[src/rtl/burst_gate_pkg.sv]
package burst_gate_pkg;

    typedef enum logic {
        SEL_CTRL = 1'b0,
        SEL_STAT = 1'b1
    } reg_sel_e;

endpackage

[src/rtl/burst_gate_regs.sv]
module burst_gate_regs
    import burst_gate_pkg::*;
#(
    parameter int MAX_WORDS = 16,
    parameter int DATA_W    = 8,
    parameter int CNT_W     = $clog2(MAX_WORDS + 1)
) (
    input  logic              clk,
    input  logic              rst_n,
    input  logic              wr,
    input  logic              rd,
    input  logic              sel,
    input  logic [DATA_W-1:0] wdata,
    output logic [DATA_W-1:0] rdata,
    output logic [CNT_W-1:0]  limit
);

    localparam logic [DATA_W-1:0] MAX_D = DATA_W'(MAX_WORDS);
    localparam logic [CNT_W-1:0]  MAX_C = CNT_W'(MAX_WORDS);

    typedef struct packed {
        logic [CNT_W-1:0]  limit;
        logic [DATA_W-1:0] rdata;
    } regs_t;

    regs_t st_d, st_q;

    function automatic logic [CNT_W-1:0] clamp(input logic [DATA_W-1:0] v);
        if (v == '0)
            return CNT_W'(1);
        else if (v > MAX_D)
            return MAX_C;
        else
            return CNT_W'(v);
    endfunction

    always_comb begin
        st_d = st_q;
        if (rd) begin
            if (reg_sel_e'(sel) == SEL_STAT)
                st_d.rdata = MAX_D;
            else
                st_d.rdata = DATA_W'(st_q.limit);
        end
        if (wr && reg_sel_e'(sel) == SEL_CTRL)
            st_d.limit = clamp(wdata);
    end

    always_ff @(posedge clk) begin
        if (!rst_n) begin
            st_q.limit <= MAX_C;
            st_q.rdata <= '0;
        end else begin
            st_q <= st_d;
        end
    end

    assign rdata = st_q.rdata;
    assign limit = st_q.limit;

endmodule

[src/rtl/burst_gate_count.sv]
module burst_gate_count #(
    parameter int MAX_WORDS = 16,
    parameter int CNT_W     = $clog2(MAX_WORDS + 1)
) (
    input  logic             clk,
    input  logic             rst_n,
    input  logic             push,
    input  logic             take,
    input  logic [CNT_W-1:0] take_len,
    output logic [CNT_W-1:0] count
);

    localparam logic [CNT_W-1:0] MAX_C = CNT_W'(MAX_WORDS);

    typedef struct packed {
        logic [CNT_W-1:0] fill;
    } cnt_t;

    cnt_t st_d, st_q;

    always_comb begin
        st_d = st_q;
        if (push && st_q.fill < MAX_C)
            st_d.fill = st_d.fill + CNT_W'(1);
        if (take)
            st_d.fill = st_d.fill - take_len;
    end

    always_ff @(posedge clk) begin
        if (!rst_n)
            st_q.fill <= '0;
        else
            st_q <= st_d;
    end

    assign count = st_q.fill;

endmodule

[src/rtl/burst_gate_issue.sv]
module burst_gate_issue #(
    parameter int MAX_WORDS = 16,
    parameter int CNT_W     = $clog2(MAX_WORDS + 1)
) (
    input  logic             clk,
    input  logic             rst_n,
    input  logic [CNT_W-1:0] count,
    input  logic [CNT_W-1:0] limit,
    input  logic             eos,
    input  logic             gnt,
    output logic             req,
    output logic [CNT_W-1:0] len,
    output logic             take
);

    typedef struct packed {
        logic             req;
        logic [CNT_W-1:0] len;
        logic             flush;
    } iss_t;

    iss_t st_d, st_q;

    always_comb begin
        st_d       = st_q;
        st_d.flush = st_q.flush | eos;
        if (st_q.req) begin
            if (gnt)
                st_d.req = 1'b0;
        end else if (count >= limit) begin
            st_d.req = 1'b1;
            st_d.len = limit;
        end else if (st_q.flush && count != '0) begin
            st_d.req = 1'b1;
            st_d.len = count;
        end else if (count == '0) begin
            st_d.flush = eos;
        end
    end

    always_ff @(posedge clk) begin
        if (!rst_n) begin
            st_q.req   <= 1'b0;
            st_q.len   <= '0;
            st_q.flush <= 1'b0;
        end else begin
            st_q <= st_d;
        end
    end

    assign req  = st_q.req;
    assign len  = st_q.len;
    assign take = st_q.req & gnt;

endmodule

[src/rtl/burst_gate.sv]
module burst_gate #(
    parameter int MAX_WORDS = 16,
    parameter int DATA_W    = 8
) (
    input  logic              clk,
    input  logic              rst_n,
    input  logic              reg_wr,
    input  logic              reg_rd,
    input  logic              reg_sel,
    input  logic [DATA_W-1:0] reg_wdata,
    output logic [DATA_W-1:0] reg_rdata,
    input  logic              dw_push,
    input  logic              eos,
    output logic              burst_req,
    output logic [$clog2(MAX_WORDS+1)-1:0] burst_len,
    input  logic              burst_gnt
);

    localparam int CNT_W = $clog2(MAX_WORDS + 1);

    logic [CNT_W-1:0] limit_w;
    logic [CNT_W-1:0] cnt_w;
    logic             take_w;

    burst_gate_regs #(
        .MAX_WORDS(MAX_WORDS), .DATA_W(DATA_W), .CNT_W(CNT_W)
    ) u_regs (
        .clk(clk), .rst_n(rst_n), .wr(reg_wr), .rd(reg_rd), .sel(reg_sel),
        .wdata(reg_wdata), .rdata(reg_rdata), .limit(limit_w)
    );

    burst_gate_count #(
        .MAX_WORDS(MAX_WORDS), .CNT_W(CNT_W)
    ) u_count (
        .clk(clk), .rst_n(rst_n), .push(dw_push), .take(take_w),
        .take_len(burst_len), .count(cnt_w)
    );

    burst_gate_issue #(
        .MAX_WORDS(MAX_WORDS), .CNT_W(CNT_W)
    ) u_issue (
        .clk(clk), .rst_n(rst_n), .count(cnt_w), .limit(limit_w), .eos(eos),
        .gnt(burst_gnt), .req(burst_req), .len(burst_len), .take(take_w)
    );

endmodule

[config.mk]
export PLATFORM = sky130hd
export DESIGN_NAME = burst_gate
export DESIGN_NICKNAME = d
export VERILOG_FILES = /design/src/rtl/burst_gate_pkg.sv /design/src/rtl/burst_gate_regs.sv /design/src/rtl/burst_gate_count.sv /design/src/rtl/burst_gate_issue.sv /design/src/rtl/burst_gate.sv
export SDC_FILE = /design/constraint.sdc
export NUM_CORES = 1
export LEC_CHECK = 0
export ABC_AREA = 1
export BUFFER_PORTS_ARGS = -buffer_cell sky130_fd_sc_hd__buf_2
export CAP_MARGIN = 20
export CORE_MARGIN = 5
export CORE_UTILIZATION = 54
export DETAILED_ROUTE_END_ITERATION = 10
export PLACE_DENSITY_LB_ADDON = 0.25
export SYNTH_ARGS = -nofsm -noshare
export SYNTH_HDL_FRONTEND = slang
export SYNTH_SLANG_ARGS = --single-unit
[constraint.sdc]
create_clock -name clk -period 2.3 [get_ports clk]
set_input_delay 0.115 -clock clk [delete_from_list [all_inputs] [get_ports clk]]
set_output_delay 0.115 -clock clk [all_outputs]
set_load 0.02 [all_outputs]
* Word-level counts from Yosys, hierarchy flattened
Index checks and enable logic that the tools add are counted.
Word-level totals: flip-flop bits (word level) 25, bits of input ports 16, output and inout bits 14
Cells by class: $add $sub $neg 2, $lt $le $gt $ge 3, muxes and demuxes 13, bitwise logic cells 4, reduce and logical (&&, ||, !) cells 8
Operators by type and width (count):
- 5-bit 2-to-1 mux | 5
- 6-bit 2-to-1 mux | 2
- 8-bit by 5-bit greater-than comparator with 1-bit output, second input constant | 1
- 8-bit logical NOT | 1
- 1-bit 2-to-1 mux | 6
- 5-bit by 1-bit adder with 5-bit output, second input constant | 1
- 5-bit >= comparator | 1
- 5-bit logical NOT | 1
- 5-bit < comparator, second input constant | 1
- 5-bit nonzero test | 1
- 5-bit subtractor | 1
- 1-bit logical AND | 3
- 1-bit inverter | 2
- 2-bit AND reduction | 1
- 2-bit nonzero test | 1
- 1-bit AND | 1
- 1-bit OR | 1

* Logic depth before layout (Yosys ltp)
Gate-level depths: netlist of run 1.
word-level depth 5, mapped depth 13, depth with buffers taken out 13

* By module
A second synthesis of run 1 with hierarchy kept.
Unflattened totals: cells, all modules 234, area, all modules 1545.2 um^2
By module, submodules not included:
- burst_gate_issue | times used 1, cells each 98, area each 619.3 um^2
- burst_gate_regs | times used 1, cells each 64, area each 466.7 um^2
- burst_gate_count | times used 1, cells each 72, area each 459.2 um^2

* Worst setup path after synthesis of run 1
OpenSTA, ideal clock, no wires.
path type register -> register, start register u_count.st_q (netlist bit u_count.count[0]), end register u_count.st_q (netlist bit u_count.count[4]), setup time 115 ps, arrival time 1770 ps, setup slack 415 ps, stages on the path, launching flop included 13, buffers on the path 0, clock period less this slack 1885 ps, path through dfxtp_1 > inv_1 > ha_1 > inv_1 > o21ai_1 > inv_1 > fa_1 > inv_1 > nand3_1 > nand2_1 > nand2_1 > a31oi_1 > nor2_1
On the way: word-level cells in the longest chain between the ends 5, elaborated cells on any way between the ends 6, those cells by class 2 x add/sub; 1 x order compare; 2 x mux; 1 x reduce/logical
Ends and longest elaborated chain:
- start: declaration | RTL line burst_gate_count.sv:19 | cnt_t st_d, st_q;
- start signal: assignment | RTL line burst_gate_count.sv:33 | st_q <= st_d;
- 5-bit < comparator | RTL line burst_gate_count.sv:23 | if (push && st_q.fill < MAX_C)
- 1-bit logical AND | RTL line burst_gate_count.sv:23
- 5-bit 2-to-1 mux (*) | RTL line burst_gate_count.sv:23
- 5-bit subtractor | RTL line burst_gate_count.sv:26 | st_d.fill = st_d.fill - take_len;
- 5-bit 2-to-1 mux (*) | RTL line burst_gate_count.sv:25 | if (take)
Every way passes the cells marked *; elsewhere a longest branch is shown, timed or not. A chain may end at the register's enable or synchronous reset.

* Final worst setup path of run 1
Ends and elaborated chain as after synthesis.

==> results.md, run 1 <==
- Later-pin clock latency in the skew report: 0.30 ns
- WP buf/inv: 4
- Worst setup path startpoint: u_count.count[0]$_SDFF_PN0_
- CP delay by family, top: adder cells
- Largest stage delay, worst path: 0.41 ns
- Outcome: completed
- WL/cell: 10.5 µm
- Max cap viols: 0
- Most common cell after layout, fill and taps aside: nand2_1
- Row count: 19
- GRT overflow: 0
- Critical path cell sequence: inv_1, ha_1, inv_1, o21ai_1, inv_1, fa_1, inv_1, nand3_1, nand2_1, nand2_1, a31oi_1, nor2_1
- Fmax: 0.476 GHz
- Nets: 271
- Clock Sink Count: 22
- Area grow syn2layout: 9.55%
- Psw: 0.558 mW
- Hold buffer count at cts: 0
- Sequential power share: 37.3%
- Yosys top cell by area: dfxtp_1
- Setup CP Type: flop to flop
- Combinational share of power: 46.5%
- Switch share: 42.2%
- Die X: 62.4 µm
- Vias per cell: 4.81
- Post-synth top area share: 29.8%
- Post-route ant nets: 0
- Worst path most repeated cell: inv_1
- Pre-Repair DR Iteration Count: 4
- Largest net degree at the start of global routing: 17
- Diodes inserted: 0
- Core area: 2690 µm²
- H-tree lvl count: 1
- Post-synthesis mux area share: 0%
- Post-synth top flop: dfxtp_1
- First-pass GRT wire length: 4910 µm
- Final Hold Fails: 0
- Pleak: 0.882 nW
- Final setup skew: 0.00249 ns
- Die H: 62.4 µm
- # resized after CTS: 0
- Total die area: 3890 µm²
- Setup Total Neg Slack: 0 ns
- TritonCTS clock tree: built
- Clock power frac: 16.2%
- FF+latch count, synth: 22
- Post-CTS setup buffers: 0
- Critical hold path startpoint: eos
- Commonest non-fill, non-tap cells in the layout: nand2_1, buf_2, inv_1
- Worst setup SP type: flop
- Post-DP Area: 1590 µm²
- Main area contributors after synthesis: dfxtp_1, nand2_1, ha_1
- Int Pwr: 0.765 mW
- Slowest cell on crit path: dfxtp_1
- Vias in the first global route: 1144
- Design Area, Final: 1620 µm²
- Yosys warning total: 0
- Synth Area in Compound Gates: 11.1%
- EDFF count, synth: 0
- Share of cells above drive strength 1: 21.9%
- 1st-iter DRT viols: 36
- Input/output buffers: 26
- Maximum fanout along the worst path: 4
- Hold WC Path Type: input pin to flop
- Adder-cell share of the synthesized area: 10.7%
- Final WL: 2860 µm
- Crit share post-route: 91.4%
- RD Place Congestion: 0.855
- Worst r2r src: u_count.count[0]$_SDFF_PN0_
- Power Density: 816 nW/µm²
- Shortest period the worst path allows: 2.10 ns
- Syn_area_per_cell: 6.73 µm²
- Setup violations, final: 0
- Max-slew violations: 0
- Main combinational cell family by area after synthesis: simple AND/OR/NAND/NOR gates
- FFs w/ async S/R, synth: 0%
- Via count: 1312
- Worst vdd ir: 0.685 mV
- DRC viols: 0
- Post-Synth XOR/XNOR Area: 1.78%
- Post-synthesis cell type count: 30
- Hold_ws: 0.00735 ns
- # IOs: 30
- Initial antenna violation count: 0
- Final Power: 1.32 mW
- RSZ-0062 raised after global routing: false
- Clock root cell: clkbuf_4
- Cells after Synth: 220
- Total CTS buffers: 3
- Sequential share of the synthesized area: 29.8%
- Setup crit end kind: flop
- Initial Util: 55.1%
- Simple-gate portion of the synthesized area: 33.1%
- Critical Path RT: 2.52 ns
- Post-synthesis cell area: 1480 µm²
- CTS Buffer Depth: 2
- GRT Total Usage: 15.0%
- Clock Pin Slew Worst Setup and Hold Paths: 0.12 ns
- Post-DP HPWL: 2270 µm
- CP Data Arrival Time: 2.32 ns
-- area by class of cell --
cell class / count / area [µm²]
Clock buffer: 4 / 36.3
Fill cell: 283 / 1060
Inverter: 34 / 128
Multi-Input combinational cell: 156 / 848
Sequential cell: 22 / 440
Tap cell: 31 / 38.8
Timing Repair Buffer: 26 / 130
-- synthesized netlist by cell type (all sizes together), types with 2 or more instances --
library cell   n
nand2         71
nand3          7
dfxtp         22
buf            8
o21ai         10
inv           33
nand4          4
xor2           2
ha            11
a31oi          2
a21oi         15
nor2          26
clkbuf         2
-- state kept, by name, indices dropped and copies added, names as in the netlist --
signal,count
u_regs.limit,5
u_issue.len,5
u_issue.st_q,1
u_regs.rdata,5
u_issue.req,1
u_count.count,5
-- tightest hold or removal path, stage by stage --
cell     delay, ns
buf_2         0.08
a21oi_1       0.03
nor2_1        0.06
-- final timing paths --
check	endpoint	slack, ns	cells past startpoint
max	u_count.count[4]$_SDFF_PN0_	0.20	12
min	u_issue.st_q[0]$_SDFF_PN0_	0.007	3
max reg2reg	u_count.count[4]$_SDFF_PN0_	0.20	12
min reg2reg	u_regs.rdata[2]$_SDFFE_PN0P_	0.52	2
-- per-stage QoR --
| step | instances | setup WS, ns | utilization [%] |
|---|---|---|---|
| floorplan | 222 | 0.415 | - |
| global route | 273 | 0.0282 | 60.4 |
| CTS | 273 | 0.206 | 60.4 |
| detailed placement | 269 | 0.242 | 59.0 |
| finish | 273 | 0.199 | 60.4 |
| global placement | 269 | 0.308 | 59.0 |
-- per-layer routing --
layer  part of all wire, %  wire length, µm  track usage, %  vias up
met5                     0                0               0        -
met1                    51             1450            21.2      563
met2                    44             1260            23.1       24
met4                  0.53               15            4.77        0
met3                   4.7              133            2.70        2
li1                      -                -               -      723
-- power groups by stage --
stage               sequential [mW]  clock, mW  combinational, mW
finish                        0.494      0.215              0.615
global route                  0.505      0.243              0.715
CTS                           0.495      0.223              0.620
detailed placement            0.504          0              0.615
global placement              0.502          0              0.612
floorplan                     0.505          0              0.518
-- cell families after synthesis --
| group | count (synthesis) |
|---|---|
| AO/OA/AOI/OAI | 29 |
| XOR/XNOR | 3 |
| adder cells (fa/ha/maj) | 12 |
| buffers and inverters | 44 |
| flip-flops | 22 |
| other | 1 |
| AND/OR/NAND/NOR | 109 |
No activity file was read; power rests on OpenSTA's default activity.
==> inputs of run 2 (changes only) <==
Settings changed: ABC_AREA 1 to default, CORE_UTILIZATION 54 to 53.
==> run 2 against run 1 <==
The flow now finishes with violations (negative setup slack). First-iteration DRC count increased by 69%. Non-clock buffer count increased by 9. Maximum frequency decreased by 9.4%. Critical path depth decreased by 3. Core utilization increased by 6.8 points. Final cell count decreased by 18%. Synthesized cell count decreased by 26%. Wire length increased by 20%.
==> results.md, run 2 <==
- Top cells by count, synth: dfxtp_1, inv_1, nand2_1, ha_1, o21ai_0
- 1st-iter DRT viols: 61 (+69%)
- Setup CP Type: flop to flop
- First-pass GRT wire length: 5590 µm (+14%)
- FF+latch count, synth: 22 (unchanged)
- Max cap viols: 0 (unchanged)
- Total die area: 3680 µm² (-5.4%)
- Clock Sink Count: 22 (unchanged)
- Row count: 18 (-1)
- RD Place Congestion: 0.841 (-1.6%)
- Yosys top cell by area: dfxtp_1
- # IOs: 30 (unchanged)
- Final WS setup: -0.0186 ns (-0.217 ns)
- Critical Path RT: 2.51 ns (about the same)
- Max-slew violations: 0 (unchanged)
- Clock Pin Slew Worst Setup and Hold Paths: 0.13 ns (about the same)
- Final setup skew: 0.00289 ns (+0.000405 ns)
- Post-synth top flop: dfxtp_1
- Hold buffer count at cts: 0 (unchanged)
- Input/output buffers: 26 (unchanged)
- Fmax: 0.431 GHz (-9.4%)
- CTS Buffer Depth: 2 (unchanged)
- RSZ-0062 raised after global routing: true
- Shortest period the worst path allows: 2.32 ns (+0.217 ns)
- Via count: 1263 (-3.7%)
- Setup crit end kind: flop
- TritonCTS clock tree: built
- Pre-Repair DR Iteration Count: 4 (unchanged)
- Later-pin clock latency in the skew report: 0.31 ns (about the same)
- DRC viols: 0 (unchanged)
- Diodes inserted: 0 (unchanged)
- Core area: 2450 µm² (-8.6%)
- Post-synthesis cell type count: 39 (+30%)
- Die H: 60.7 µm (-2.7%)
- Hold WC Path Type: input pin to flop
- GRT overflow: 0 (unchanged)
- Worst vdd ir: 0.517 mV (-25%)
- H-tree lvl count: 1 (unchanged)
- Initial Util: 55.4% (+0.30 points)
- Pleak: 0.714 nW (-19%)
- FFs w/ async S/R, synth: 0% (unchanged)
- Maximum fanout along the worst path: 4 (unchanged)
- Main area contributors after synthesis: dfxtp_1, ha_1, buf_4
- Share of cells above drive strength 1: 33.2% (+11 points)
- Clock root cell: clkbuf_4
- Outcome: complete, but fails checks
- Nets: 222 (-18%)
- Post-synth top area share: 32.4% (+2.6 points)
- GRT Total Usage: 20.0% (+5.0 points)
- Crit share post-route: 101% (+9.5 points)
- Sequential share of the synthesized area: 32.4% (+2.6 points)
- Final WL: 3440 µm (+20%)
- Vias per cell: 5.66 (+18%)
- Fillers: 220 (-22%)
- R2r worst-path depth: 9 (-3)
- Most common cell after layout, fill and taps aside: buf_2
- Largest net degree at the start of global routing: 24 (+7)
- Violated checks: negative setup slack
- Min-Delay Path Depth: 3 (unchanged)
- CP Data Arrival Time: 2.53 ns (+0.21 ns)
- Vias in the first global route: 1234 (+7.9%)
- WL/cell: 15.4 µm (+48%)
- Post-route ant nets: 0 (unchanged)
- Count leader, synth: dfxtp_1
- Setup Total Neg Slack: -0.0186 ns (-0.0186 ns)
- Total CTS buffers: 3 (unchanged)
- Yosys warning total: 0 (unchanged)
- Die X: 60.7 µm (-2.7%)
- Final Hold Fails: 0 (unchanged)
- Worst setup SP type: flop
- Hold_ws: 0.0768 ns (+0.0695 ns)
- Cells after Synth: 163 (-26%)
- Initial antenna violation count: 0 (unchanged)
- Post-DP HPWL: 2460 µm (+8.5%)
- Post-synthesis cell area: 1360 µm² (-8.1%)
- Setup violations, final: 1 (+1)
- EDFF count, synth: 0 (unchanged)
- Power Density: 733 nW/µm² (-10%)
- Syn_area_per_cell: 8.34 µm² (+24%)
- Area grow syn2layout: 21.2%
- Commonest non-fill, non-tap cells in the layout: buf_2, dfxtp_1, inv_1
run 2: final cells by class:
cell class	instances	area [µm²]	share of cell area [%]
clock buffers	4	36.3	2.20
inverters	16	60.1	3.64
multi-input cells	116	870	52.8
flip-flops and latches	22	447	27.1
well taps	30	37.5	2.28
repair buffers	35	198	12.0
run 2: metrics by stage:
| step | power [mW] | cells | utilization, % | cell area (µm²) | setup slack [ns] |
|---|---|---|---|---|---|
| 4_1_cts | 1.15 | 223 | 64.7 | 1590 | 0.00685 |
| 6_report | 1.21 | 223 | 67.1 | 1650 | -0.0186 |
| 3_5_place_dp | 0.902 | 216 | 61.5 | 1510 | -0.139 |
| 2_1_floorplan | 0.790 | 165 | - | 1370 | 0.0395 |
| 5_1_grt | 1.28 | 223 | 67.1 | 1650 | -0.0619 |
| 3_3_place_gp | 0.873 | 216 | 61.5 | 1510 | 0.0370 |
run 2: repair_timing:
action	in CTS	in global routing
buffers inserted	3	0
endpoints found under the setup margin	1	1
gates resized for setup	6	14
pin swaps	1	2
hold endpoints to repair	0	0
run 2: critical path, stage by stage, from the launching register on:
cell	delay [ns]
dfxtp_2	0.36
nor2b_4	0.18
nand2_2	0.10
xnor2_2	0.15
ha_1	0.33
nor2b_4	0.15
o21a_1	0.19
or4_4	0.43
a21oi_2	0.14
and3b_1	0.19
run 2: report_power, final:
part / internal, mW / total [mW] / leakage, nW / switching, mW
clock: 0.0966 / 0.224 / 0.0210 / 0.127
combinational: 0.238 / 0.506 / 0.513 / 0.267
sequential: 0.423 / 0.479 / 0.180 / 0.0559
run 2: final timing paths:
path / from / to / slack (ns)
min: reg_wdata[2] / u_regs.limit[2]$_SDFFE_PN0P_ / 0.08
max reg2reg: u_count.count[4]$_SDFF_PN0_ / u_count.count[4]$_SDFF_PN0_ / -0.02
max: u_count.count[4]$_SDFF_PN0_ / u_count.count[4]$_SDFF_PN0_ / -0.02
min reg2reg: u_regs.limit[4]$_SDFFE_PN1P_ / u_regs.rdata[4]$_SDFFE_PN0P_ / 0.52
run 2: routing by layer:
| layer | up-vias | track usage (%) | wire [µm] |
|---|---|---|---|
| met5 | - | 0 | 0 |
| met4 | 0 | 6.81 | 51 |
| met3 | 8 | 2.55 | 260 |
| met2 | 50 | 33.3 | 1680 |
| met1 | 584 | 26.6 | 1450 |
| li1 | 621 | - | - |
run 2: cell families after synthesis:
| kind of cell | share of synthesized area [%] |
|---|---|
| buf+inv | 9.66 |
| simple gates | 22.4 |
| other cells | 0.276 |
| compound gates | 21.2 |
| flops | 32.4 |
| fa+ha+maj | 11.6 |
| xor+xnor | 2.58 |
